$ cat config.mk
export PLATFORM = sky130hd
export DESIGN_NAME = floppy_drive_unit
export DESIGN_NICKNAME = d
export VERILOG_FILES = /design/src/rtl/floppy_sense_pkg.sv /design/src/rtl/floppy_head_stepper.sv /design/src/rtl/floppy_drive_unit.sv
export SDC_FILE = /design/constraint.sdc
export NUM_CORES = 1
export LEC_CHECK = 0
export BUFFER_PORTS_ARGS = -buffer_cell sky130_fd_sc_hd__buf_2
export CELL_PAD_IN_SITES_DETAIL_PLACEMENT = 1
export CELL_PAD_IN_SITES_GLOBAL_PLACEMENT = 1
export CORE_UTILIZATION = 45
export CTS_CLUSTER_SIZE = 20
export DETAILED_ROUTE_END_ITERATION = 8
export PLACE_DENSITY_LB_ADDON = 0.1
export SLEW_MARGIN = 20
export SYNTH_ARGS = -nofsm -noshare
export SYNTH_HDL_FRONTEND = slang
export SYNTH_HIERARCHICAL = 1
export SYNTH_SLANG_ARGS = --single-unit
$ cat constraint.sdc
create_clock -name clk_i -period 7.9 [get_ports clk_i]
set_input_delay 0 -clock clk_i [delete_from_list [all_inputs] [get_ports clk_i]]
set_output_delay 0 -clock clk_i [all_outputs]
set_load 0.005 [all_outputs]
$ cat src/rtl/floppy_sense_pkg.sv
package floppy_sense_pkg;

  typedef enum logic [2:0] {
    WA_DIR    = 3'd0,
    WA_STEP   = 3'd1,
    WA_MOTOR  = 3'd2,
    WA_EJECT  = 3'd3,
    WA_CLR_SW = 3'd4
  } wr_addr_e;

  typedef struct packed {
    logic     valid;
    wr_addr_e addr;
    logic     val;
  } wr_cmd_t;

  localparam logic [3:0] RI_DIR    = 4'd0;
  localparam logic [3:0] RI_NODISK = 4'd1;
  localparam logic [3:0] RI_STEP   = 4'd2;
  localparam logic [3:0] RI_WPROT  = 4'd3;
  localparam logic [3:0] RI_MOTOR  = 4'd4;
  localparam logic [3:0] RI_TRK0   = 4'd5;
  localparam logic [3:0] RI_SWITCH = 4'd6;
  localparam logic [3:0] RI_SIDES  = 4'd12;
  localparam logic [3:0] RI_READY  = 4'd13;
  localparam logic [3:0] RI_INST   = 4'd14;

endpackage

$ cat src/rtl/floppy_head_stepper.sv
module floppy_head_stepper #(
  parameter int unsigned TRACKS      = 80,
  parameter int unsigned STEP_CYCLES = 12
) (
  input  logic clk_i,
  input  logic rst_ni,
  input  logic dir_wr_i,
  input  logic dir_val_i,
  input  logic step_req_i,
  output logic dir_o,
  output logic trk0_o,
  output logic busy_o
);

  localparam int unsigned TRK_W  = (TRACKS > 2) ? $clog2(TRACKS) : 1;
  localparam int unsigned BUSY_W = $clog2(STEP_CYCLES + 1);
  localparam logic [TRK_W-1:0]  TRK_MAX  = TRK_W'(TRACKS - 1);
  localparam logic [BUSY_W-1:0] BUSY_LD  = BUSY_W'(STEP_CYCLES);

  logic              dir_q;
  logic [TRK_W-1:0]  trk_q;
  logic [BUSY_W-1:0] busy_q;
  logic              step_go;

  assign busy_o  = (busy_q != '0);
  assign step_go = step_req_i & ~busy_o;

  always_ff @(posedge clk_i or negedge rst_ni) begin
    if (!rst_ni)       dir_q <= 1'b0;
    else if (dir_wr_i) dir_q <= dir_val_i;
  end

  always_ff @(posedge clk_i or negedge rst_ni) begin
    if (!rst_ni) begin
      trk_q <= '0;
    end else if (step_go) begin
      if (!dir_q && trk_q != TRK_MAX) trk_q <= trk_q + 1'b1;
      else if (dir_q && trk_q != '0)  trk_q <= trk_q - 1'b1;
    end
  end

  always_ff @(posedge clk_i or negedge rst_ni) begin
    if (!rst_ni)     busy_q <= '0;
    else if (step_go) busy_q <= BUSY_LD;
    else if (busy_o)  busy_q <= busy_q - 1'b1;
  end

  assign dir_o  = dir_q;
  assign trk0_o = (trk_q == '0);

endmodule

$ cat src/rtl/floppy_drive_unit.sv
module floppy_drive_unit
  import floppy_sense_pkg::*;
#(
  parameter int unsigned TRACKS      = 80,
  parameter int unsigned STEP_CYCLES = 12,
  parameter logic        TWO_SIDES   = 1'b1
) (
  input  logic       clk_i,
  input  logic       rst_ni,
  input  logic       wr_en_i,
  input  wr_cmd_t    cmd_i,
  input  logic       insert_i,
  input  logic       wp_i,
  input  logic [3:0] idx_i,
  output logic       sense_o
);

  logic dir, trk0, busy;
  logic motor_q, present_q, switched_q;
  logic eject_go, insert_go, clr_go;

  floppy_head_stepper #(
    .TRACKS     (TRACKS),
    .STEP_CYCLES(STEP_CYCLES)
  ) u_stepper (
    .clk_i     (clk_i),
    .rst_ni    (rst_ni),
    .dir_wr_i  (wr_en_i && cmd_i.addr == WA_DIR),
    .dir_val_i (cmd_i.val),
    .step_req_i(wr_en_i && cmd_i.addr == WA_STEP && !cmd_i.val),
    .dir_o     (dir),
    .trk0_o    (trk0),
    .busy_o    (busy)
  );

  always_ff @(posedge clk_i or negedge rst_ni) begin
    if (!rst_ni)                               motor_q <= 1'b0;
    else if (wr_en_i && cmd_i.addr == WA_MOTOR) motor_q <= ~cmd_i.val;
  end

  assign eject_go  = wr_en_i && cmd_i.addr == WA_EJECT && cmd_i.val && present_q;
  assign insert_go = insert_i && !present_q;
  assign clr_go    = wr_en_i && cmd_i.addr == WA_CLR_SW;

  // eject beats insert beats flag clear
  always_ff @(posedge clk_i or negedge rst_ni) begin
    if (!rst_ni) begin
      present_q  <= 1'b0;
      switched_q <= 1'b0;
    end else if (eject_go) begin
      present_q  <= 1'b0;
      switched_q <= 1'b1;
    end else if (insert_go) begin
      present_q  <= 1'b1;
      switched_q <= 1'b1;
    end else if (clr_go) begin
      switched_q <= 1'b0;
    end
  end

  always_comb begin
    case (idx_i)
      RI_DIR:    sense_o = dir;
      RI_NODISK: sense_o = ~present_q;
      RI_STEP:   sense_o = ~busy;
      RI_WPROT:  sense_o = ~wp_i;
      RI_MOTOR:  sense_o = ~motor_q;
      RI_TRK0:   sense_o = ~trk0;
      RI_SWITCH: sense_o = switched_q;
      RI_SIDES:  sense_o = TWO_SIDES;
      RI_READY:  sense_o = ~(present_q & motor_q & ~busy);
      RI_INST:   sense_o = 1'b0;
      default:   sense_o = 1'b1;
    endcase
  end

endmodule

==> results of run 1 <==
[layout by cell type, fill, tap and decap left out, types with 3 or more instances in the layout]
master         synthesis  routed
mux2_2                 4       4
dfrtp_1               15      15
xnor2_1                4       4
dlygate4sd3_1          0       4
inv_1                  5       5
nand2_1                4       4
o31ai_1                3       3
ha_1                   7       7
nor2_1                 4       4
a21oi_1                6       6
xor2_1                 3       3
buf_2                  0      13
clkbuf_4               0       3
nor2b_1                3       3
nor3_1                 3       3
o21ai_0                3       3
[cell families after synthesis]
kind of cell	share of synthesized area
AO/OA/AOI/OAI	0.150
XOR/XNOR	0.0579
adder cells (fa/ha/maj)	0.102
buffers and inverters	0.0177
flip-flops	0.354
multiplexers	0.0968
AND/OR/NAND/NOR	0.222
[through the flow]
| step | setup slack (ns) | hold WS (ns) |
|---|---|---|
| final | 5.07 | 0.0116 |
| after global routing | 4.87 | 0.0212 |
| after CTS | 5.06 | 0.00247 |
| after detailed placement | 5.11 | -0.0735 |
| after global placement | 5.14 | -0.0663 |
| after floorplan | 5.41 | -0.296 |
[report_power, final]
group          internal, mW  leakage (nW)  switching [mW]
Clock                0.0196        0.0150          0.0261
Combinational        0.0712         0.366          0.0716
Sequential           0.0990         0.188          0.0255
Total                 0.190         0.569           0.123
[flip-flops by register name, summed over array words and instances (netlist names)]
| register | count |
|---|---|
| present_q | 1 |
| switched_q | 1 |
| u_stepper/busy_q | 4 |
| motor_q | 1 |
| u_stepper/dir_o | 1 |
| u_stepper/trk_q | 7 |
[layout make-up]
class	count	area, sq um
fill	263	986
tap	28	35.0
sequential	15	375
timing repair buffer	17	105
clock buffer	4	26.3
inverter	5	18.8
multi-input combinational	82	666
[layer usage]
layer | GRT usage | routed length, microns | vias to the layer above
met5 | 0 | 0 | -
met4 | 0.111 | 43 | 0
met3 | 0.0364 | 55 | 4
met2 | 0.367 | 1100 | 11
met1 | 0.266 | 1130 | 407
li1 | - | - | 420
[critical path, cell delays in order, from the launching register on]
cell and delay, ns:
dfrtp_1 0.48, and4_1 0.21, a31oi_1 0.37, inv_1 0.24
fa_1 0.48, a211oi_1 0.25, o21bai_1 0.11, a21oi_1 0.19
mux2i_1 0.27, xor2_1 0.16
[final timing paths]
kind	startpoint	end	slack, ns	cells past startpoint
min	cmd_i[2]	switched_q	0.01	3
min in group asynchronous	rst_ni	u_stepper/trk_q[5]	0.14	2
max	u_stepper/trk_q[0]	u_stepper/trk_q[6]	5.07	9
max reg2reg	u_stepper/trk_q[0]	u_stepper/trk_q[6]	5.07	9
max in group asynchronous	rst_ni	u_stepper/busy_q[0]	7.50	2
min reg2reg	u_stepper/busy_q[3]	u_stepper/busy_q[3]	0.52	1
[cells in the mapped netlist (2+ instances only)]
master	count
nor2b_1	3
nand3_1	2
nand2_1	4
o21ai_0	3
xnor2_1	4
nor3_1	3
a21o_1	2
or3_1	2
a21oi_1	6
mux2_2	4
o31ai_1	3
xor2_1	3
nand2b_1	2
mux2i_1	2
mux2_1	2
dfrtp_1	15
nand3b_1	2
inv_1	5
ha_1	7
nor2_1	4
nor3b_1	2
[repair_timing]
item	4_1_cts	5_1_grt
gates resized for setup	0	0
hold buffers	4	0
hold endpoints to repair	19	0
setup buffers	0	0
==> out/metrics.cfg, run 1 <==
[pwr]
p_leak_nw = 0.569
p_per_area_mw_per_mm2 = 255
power_mw = 0.313
ir_drop_mv = 0.149

[timing]
slew_viol_final = 0
rsz0062_at_grt = false
final.setup.tns_ns = 0
fin_crit_sh = 0.358
setup_viol = 0
fmax_ghz = 0.353
finalHoldViolCount = 0
worst_pin_slew_ns = 0.456
min_period_ns = 2.83
fin_skew_ns = 0.00250
maxSlewHeadroom = 0.695

[finish]
final_cell_count_no_fill = 151
fin_area_sq_mm = 0.00123
final_nets = 146
fin_util = 0.554
drive_gt1_frac = 0.203
num_antenna_cells = 0
syn_to_final_growth_pct = 15.7

[detailed_routing]
ant_nets = 0
first_pass_iters = 2
drc_errors = 0
drt-total-wl_mm = 2.33
routedWlPerCell_microns = 15.4
drt_iter0_markers = 10
num_vias = 842
routed_via_density = 5.58

[status]
outcome = complete, no violations

[grt]
grt_antenna_before_repair = 0
grt_pass1_wl_mm = 4.04
grt_max_degree = 16
groute.usage.overall = 0.218
grt_pass1_vias = 904
overflow = 0

[clock_tree]
cts.sinks = 15
clkTransAtPathRegs_ns = 0.09
h-tree-depth = 1
numCtsBuffers = 3
cts_tree = done
insertion_delay_ns = 0.29
cts_buffer_depth = 2
cts_root_buf = clkbuf_4

[synth]
yosys.area.top_type = dfrtp_1
synth.top_cell.area_share = 0.354
async_reset_ff_frac = 1.00
synth_nets = 124
synth.area.top_cells = dfrtp_1 (35%), ha_1 (8.3%), mux2_2 (4.3%), xnor2_1 (3.3%), a21oi_1 (2.8%)
synth.yosys.seq_area_share = 0.354
yosysUniqueCellTypes = 43
synthCells = 102
synth-seq-cells = 15
avgSynthCellArea_sq_um = 10.4
yosys_warnings = 6
synth_area_sq_mm = 0.00106
synth_flop_cell = dfrtp_1
synth-edff-count = 0

[min_path]
hold_class = input port to flop

[floorplan]
initial_core_util = 0.479
die_y_microns = 50.5
core_sq_mm = 0.00221
num_rows = 17
io_pins = 15
die_w_microns = 50.5
dieArea_sq_mm = 0.00255

[place]
io_buffers = 13
gp_congestion = 0.779
dp_cells = 143
dp_hpwl_mm = 1.75
post_dp_cell_area_sq_mm = 0.00116

[setup_path]
arrival_ns = 3.05
path_max_fanout = 6
startpoint_type = flop
critPathRequiredTime_ns = 8.12
critical_path_class = flop to flop
crit_path_end_kind = flop

[run]
cap_violations = 0

(Power assumes the default switching activity.)
==> run 2: changes to the inputs <==
--- a/config.mk
+++ b/config.mk
@@ -5,10 +5,11 @@
 export SDC_FILE = /design/constraint.sdc
 export NUM_CORES = 1
 export LEC_CHECK = 0
+export ABC_AREA = 1
 export BUFFER_PORTS_ARGS = -buffer_cell sky130_fd_sc_hd__buf_2
 export CELL_PAD_IN_SITES_DETAIL_PLACEMENT = 1
 export CELL_PAD_IN_SITES_GLOBAL_PLACEMENT = 1
-export CORE_UTILIZATION = 45
+export CORE_UTILIZATION = 37
 export CTS_CLUSTER_SIZE = 20
 export DETAILED_ROUTE_END_ITERATION = 8
 export PLACE_DENSITY_LB_ADDON = 0.1
==> constraint.sdc (replaced) <==
create_clock -name clk_i -period 2.6 [get_ports clk_i]
set_input_delay 0 -clock clk_i [delete_from_list [all_inputs] [get_ports clk_i]]
set_output_delay 0 -clock clk_i [all_outputs]
set_load 0.005 [all_outputs]
==> run 2 against run 1 <==
Sequential cell count unchanged. Largest cell class unchanged. Sequential share of layout area decreased by 3.1 points. Largest power group unchanged. Worst setup slack got worse by 4.7 ns. Non-clock buffer count fell by 1. Total power grew to 3.8 times the previous value. Synthesized cell count up 66%. Core utilization fell by 11 points.
==> out/metrics.cfg, run 2 <==
[status]
outcome = complete, no violations

[clock_tree]
clkTransAtPathRegs_ns = 0.10
cts_tree = done
h-tree-depth = 1
ctsResizeCount = 0
cts.sinks = 15
cts_root_buf = clkbuf_4
insertion_delay_ns = 0.29
post_cts_buffers = 0
cts_buffer_depth = 2
numCtsBuffers = 3

[detailed_routing]
num_vias = 1111
wl_met2_mm = 1.27
wl_met3_microns = 48
m1WireLength_mm = 1.22
ant_nets = 0
routedWlPerCell_microns = 11.0
drt_iter0_markers = 34
first_pass_iters = 4
drc_errors = 0
drt-total-wl_mm = 2.56
routed_via_density = 4.77
top_layer = met4

[place]
dp_cells = 226
gp_congestion = 0.785
dp_hpwl_mm = 2.13
place_ws_ns = 0.402
io_buffers = 13

[synth]
synth_flop_cell = dfrtp_1
yosys_warnings = 6
synth_commonest_cells = nand2_1 (51), inv_1 (29), dfrtp_1 (15), nand3_1 (12), nor2_1 (12)
synth-edff-count = 0
avgSynthCellArea_sq_um = 7.01
synthCells = 169
synth_nets = 191
synth_most_common_cell = nand2_1
yosysUniqueCellTypes = 26
async_reset_ff_frac = 1.00
synth-seq-cells = 15
synth.top_cell.area_share = 0.317
synth.yosys.seq_area_share = 0.317
yosys.area.top_type = dfrtp_1
synth_area_sq_mm = 0.00118
synth.area.top_cells = dfrtp_1 (32%), nand2_1 (16%), inv_1 (9.2%), ha_1 (7.4%), nand3_1 (5.1%)

[timing]
rsz0062_at_grt = false
setup_slack_ns = 0.396
worst_pin_slew_ns = 0.599
fmax_ghz = 0.454
maxSlewHeadroom = 0.597
setup_viol = 0
fin_skew_ns = 0.00626
min_period_ns = 2.20
slew_viol_final = 0
fin_crit_sh = 0.848
final.setup.tns_ns = 0
finalHoldViolCount = 0

[setup_path]
path_max_fanout = 7
startpoint_type = flop
critical_path_class = flop to flop
ff2ff_setup_slack_ns = 0.40
critPathRequiredTime_ns = 2.79
arrival_ns = 2.39
crit_path_end_kind = flop

[finish]
fillers = 428
regArea_sq_um = 375
syn_to_final_growth_pct = 15.0
final_cell_count_no_fill = 233
num_antenna_cells = 0
mostFrequentLayoutCell = nand2_1
drive_gt1_frac = 0.164
fin_util = 0.446
final_nets = 212
multi_input_area_sq_um = 691
top_register = u_stepper/trk_q
layout_common_cells = nand2_1 (51), inv_1 (29), dfrtp_1 (15), buf_2 (13)
top_regs = u_stepper/trk_q (7), u_stepper/busy_q (4)
largest_reg_flops = 7

[min_path]
hold_class = input port to flop

[pwr]
switchingPower_mw = 0.558
ir_drop_mv = 0.378
seq_power_share = 0.356
cellInternalPower_mw = 0.644
p_leak_nw = 0.727
combPwrFrac = 0.528
p_per_area_mw_per_mm2 = 882
sw_frac_of_total = 0.464
power_mw = 1.20
clockPowerShare = 0.115

[floorplan]
die_y_microns = 58.6
dieArea_sq_mm = 0.00343
core_sq_mm = 0.00305
num_rows = 20
die_w_microns = 58.6
io_pins = 15
initial_core_util = 0.388

[grt]
grt_max_degree = 16
grt_pass1_vias = 1130
groute.usage.overall = 0.174
overflow = 0
grt_pass1_wl_mm = 4.56
grt_antenna_before_repair = 0

[run]
cap_violations = 0

run 2: cell types whose count changed in the layout (fill, tap and decap cells not counted), moves of 3 or more:
cell / before / now
mux2_2: 4 / 0
nor2_1: 4 / 12
nand2_1: 4 / 51
o21ai_1: 1 / 4
o21ai_0: 3 / 6
nand3_1: 2 / 12
nor2b_1: 3 / 0
inv_1: 5 / 29
o31ai_1: 3 / 0
run 2: layout make-up:
class	instances	area share
multi-input combinational	123	0.507
timing repair buffer	16	0.0698
clock buffer	3	0.0165
clock inverter	1	0.00367
sequential	15	0.275
tap	44	0.0404
inverter	31	0.0872
run 2: logic make-up (layout without fill, tap and decap cells):
family | count (synthesis) | after routing | share of synthesized area
buffers and inverters | 31 | 51 | 0.100
flip-flops | 15 | 15 | 0.317
XOR/XNOR | 6 | 6 | 0.0444
AO/OA/AOI/OAI | 15 | 15 | 0.0644
adder cells (fa/ha/maj) | 8 | 8 | 0.0908
AND/OR/NAND/NOR | 94 | 94 | 0.383
run 2: repair_timing:
item	CTS	global route
setup endpoints to repair	0	0
hold endpoints to repair	19	0
hold buffers	3	0
run 2: per-layer routing:
metal  up-vias  global-route usage
met2         8               0.314
met3         2              0.0198
met1       528               0.214
li1        573                   -
met5         -                   0
met4         0              0.0612
run 2: final timing paths:
check	startpoint	cells after the start	endpoint
max	u_stepper/trk_q[5]	13	u_stepper/trk_q[6]
min	cmd_i[3]	4	switched_q
max reg2reg	u_stepper/trk_q[5]	13	u_stepper/trk_q[6]
min reg2reg	switched_q	2	switched_q
max in group asynchronous	rst_ni	2	u_stepper/busy_q[1]
min in group asynchronous	rst_ni	2	u_stepper/trk_q[2]
run 2: power groups by stage:
stage               Combinational (mW)  Sequential (mW)  Clock, mW
finish                           0.635            0.428      0.139
global route                     0.737            0.446      0.151
CTS                              0.648            0.430      0.147
detailed placement               0.639            0.435          0
global placement                 0.604            0.429          0
floorplan                        0.503            0.405          0
run 2: stage by stage:
step,hold WS (ns),instance area (sq um)
2_1_floorplan,-0.296,1180
3_3_place_gp,-0.0709,1310
3_5_place_dp,-0.0651,1310
4_1_cts,0.0287,1360
5_1_grt,0.0692,1360
6_report,0.0381,1360
run 2: critical path: stages, from the launching register on:
cell     delay, ns
dfrtp_1       0.41
inv_1         0.06
nand2_1       0.10
nor2_2        0.15
nand2_1       0.07
nand2_1       0.24
ha_1          0.36
or2_2         0.31
nand3_1       0.08
nand2_1       0.05
nand2_1       0.08
nand3_1       0.08
nand2_1       0.06
nand2_1       0.05
==> run 3: changes to the inputs <==
--- a/config.mk
+++ b/config.mk
@@ -5,11 +5,11 @@
 export SDC_FILE = /design/constraint.sdc
 export NUM_CORES = 1
 export LEC_CHECK = 0
-export ABC_AREA = 1
+export ABC_AREA = 0
 export BUFFER_PORTS_ARGS = -buffer_cell sky130_fd_sc_hd__buf_2
 export CELL_PAD_IN_SITES_DETAIL_PLACEMENT = 1
 export CELL_PAD_IN_SITES_GLOBAL_PLACEMENT = 1
-export CORE_UTILIZATION = 37
+export CORE_UTILIZATION = 43
 export CTS_CLUSTER_SIZE = 20
 export DETAILED_ROUTE_END_ITERATION = 8
 export PLACE_DENSITY_LB_ADDON = 0.1
==> constraint.sdc (replaced) <==
create_clock -name clk_i -period 2.1 [get_ports clk_i]
set_input_delay 0 -clock clk_i [delete_from_list [all_inputs] [get_ports clk_i]]
set_output_delay 0 -clock clk_i [all_outputs]
set_load 0.005 [all_outputs]
==> run 3 against run 2 <==
The flow now finishes with violations (setup timing). Sequential share of layout area decreased by 1.1 points. Clock power increased by 18%. Core utilization rose by 18 points. Critical path depth is 4 lower. Via count shrank 15%. Largest cell class unchanged. Highest routed layer unchanged.
==> out/metrics.cfg, run 3 (same netlist as run 1, synthesis figures left out) <==
[finish]
top_register = u_stepper/trk_q
final_cell_count_no_fill = 164
fillers = 253
regArea_sq_um = 377
top_regs = u_stepper/trk_q (7), u_stepper/busy_q (4)
final_nets = 159
largest_reg_flops = 7
fin_util = 0.626
syn_to_final_growth_pct = 34.5
num_antenna_cells = 0
fin_area_sq_mm = 0.00143
drive_gt1_frac = 0.419
multi_input_area_sq_um = 766
layout_common_cells = dfrtp_1 (14), buf_4 (14), buf_2 (13)

[clock_tree]
cts_root_buf = clkbuf_4
cts_tree = done
cts_buffer_depth = 2
cts.sinks = 15
h-tree-depth = 1
insertion_delay_ns = 0.28
clkTransAtPathRegs_ns = 0.09
numCtsBuffers = 3

[detailed_routing]
first_pass_iters = 4
num_vias = 946
drc_errors = 0
drt-total-wl_mm = 2.97
routed_via_density = 5.77
drt_iter0_markers = 8
routedWlPerCell_microns = 18.1
ant_nets = 0

[timing]
fin_skew_ns = 0.00646
setup_viol = 4
fmax_ghz = 0.462
slew_viol_final = 0
worst_pin_slew_ns = 0.495
rsz0062_at_grt = true
setup_slack_ns = -0.0662
min_period_ns = 2.17
fin_crit_sh = 1.03
finalHoldViolCount = 0
maxSlewHeadroom = 0.667

[place]
io_buffers = 13
post_dp_cell_area_sq_mm = 0.00129
dp_hpwl_mm = 1.98
dp_cells = 156
gp_congestion = 0.822

[pwr]
p_leak_nw = 0.639
switchingPower_mw = 0.560
combPwrFrac = 0.562
seq_power_share = 0.324
sw_frac_of_total = 0.390
p_per_area_mw_per_mm2 = 1010
ir_drop_mv = 0.605
clockPowerShare = 0.114
cellInternalPower_mw = 0.876

[setup_path]
crit_chain = a31oi_4, inv_4, buf_4, ha_4, o21ai_0, o21bai_1, a21oi_2, mux2i_1, xor2_1
path_max_fanout = 6
crit_slowest_cell = dfrtp_1
crit_path_end_kind = flop
critical_path_class = flop to flop
cp_top_family = compound AO/OA/AOI/OAI gates
slowest_delay_ns = 0.51
startpoint_type = flop
path_buf_inv = 2
critPathRequiredTime_ns = 2.31
arrival_ns = 2.38

[floorplan]
core_sq_mm = 0.00228
num_rows = 17
io_pins = 15
dieArea_sq_mm = 0.00267
die_w_microns = 51.6
initial_core_util = 0.466
die_y_microns = 51.6

[grt]
groute.usage.overall = 0.218
grt_pass1_vias = 958
grt_antenna_before_repair = 0
overflow = 0
grt_pass1_wl_mm = 4.21
grt_max_degree = 16

[min_path]
hold_class = input port to flop

[run]
cap_violations = 0

[status]
violations = setup timing
outcome = complete, but fails checks

==> run 3: cell types whose count changed in the layout (fill, tap and decap cells not counted), moves of 3 or more <==
cell | before | now
ha_1 | 7 | 4
o21ai_0 | 6 | 3
inv_1 | 29 | 3
o31ai_1 | 0 | 3
buf_4 | 0 | 14
ha_4 | 0 | 3
mux2_2 | 0 | 4
nor2_1 | 12 | 4
o21ai_1 | 4 | 1
nand3_1 | 12 | 2
nand2_1 | 51 | 4
a21oi_2 | 0 | 4
==> run 3: what timing repair did <==
action	4_1_cts	5_1_grt
hold buffers	3	0
cloned	0	0
setup buffers	0	1
pin swaps	2	7
gates resized for setup	5	10
endpoints found under the setup margin	4	7
hold endpoints to repair	18	0
==> run 3: worst min-delay path, stage by stage <==
cell	delay (ns)
buf_2	0.12
o31ai_1	0.08
nand3_1	0.07
==> run 3: path summary, 6_finish.rpt <==
| kind | start | cells past startpoint | slack (ns) | to |
|---|---|---|---|---|
| min in group asynchronous | rst_ni | 2 | 0.15 | u_stepper/trk_q[6] |
| worst min register to register | u_stepper/busy_q[0] | 1 | 0.55 | u_stepper/busy_q[0] |
| worst max-delay path | u_stepper/trk_q[3] | 9 | -0.07 | u_stepper/trk_q[6] |
| worst min-delay path | cmd_i[1] | 3 | 0.03 | switched_q |
| worst max register to register | u_stepper/trk_q[3] | 9 | -0.07 | u_stepper/trk_q[6] |
| max in group asynchronous | rst_ni | 2 | 1.68 | u_stepper/trk_q[0] |
==> run 3: layer usage <==
| layer | global-route usage | vias up | wire length [microns] |
|---|---|---|---|
| met5 | 0 | - | 0 |
| met4 | 0.0811 | 0 | 91 |
| met3 | 0.0380 | 10 | 101 |
| met2 | 0.394 | 28 | 1620 |
| met1 | 0.254 | 464 | 1160 |
| li1 | - | 444 | - |
==> run 3: metrics by stage <==
step	setup WS, ns	TNS, ns	hold slack (ns)	total power, mW
after floorplan	-0.0860	-0.0860	-0.296	0.895
after global placement	-0.0132	-0.0194	-0.0755	1.11
after detailed placement	-0.134	-0.176	-0.0725	1.15
after CTS	-0.0879	-0.147	0.00601	1.34
after global routing	-0.192	-0.540	0.0450	1.53
final	-0.0662	-0.100	0.0304	1.44
==> run 3: final cells by class <==
class                      count  share of cell area
clock buffer                   4              0.0184
inverter                       5              0.0149
sequential                    15               0.264
multi-input combinational     82               0.537
tap                           28              0.0246
timing repair buffer          30               0.140
==> run 3: power groups by stage <==
stage / sequential [mW] / combinational, mW / clock, mW
after detailed placement: 0.451 / 0.699 / 0
after floorplan: 0.457 / 0.438 / 0
final: 0.465 / 0.807 / 0.164
after CTS: 0.450 / 0.725 / 0.169
after global placement: 0.448 / 0.665 / 0
after global routing: 0.472 / 0.882 / 0.180
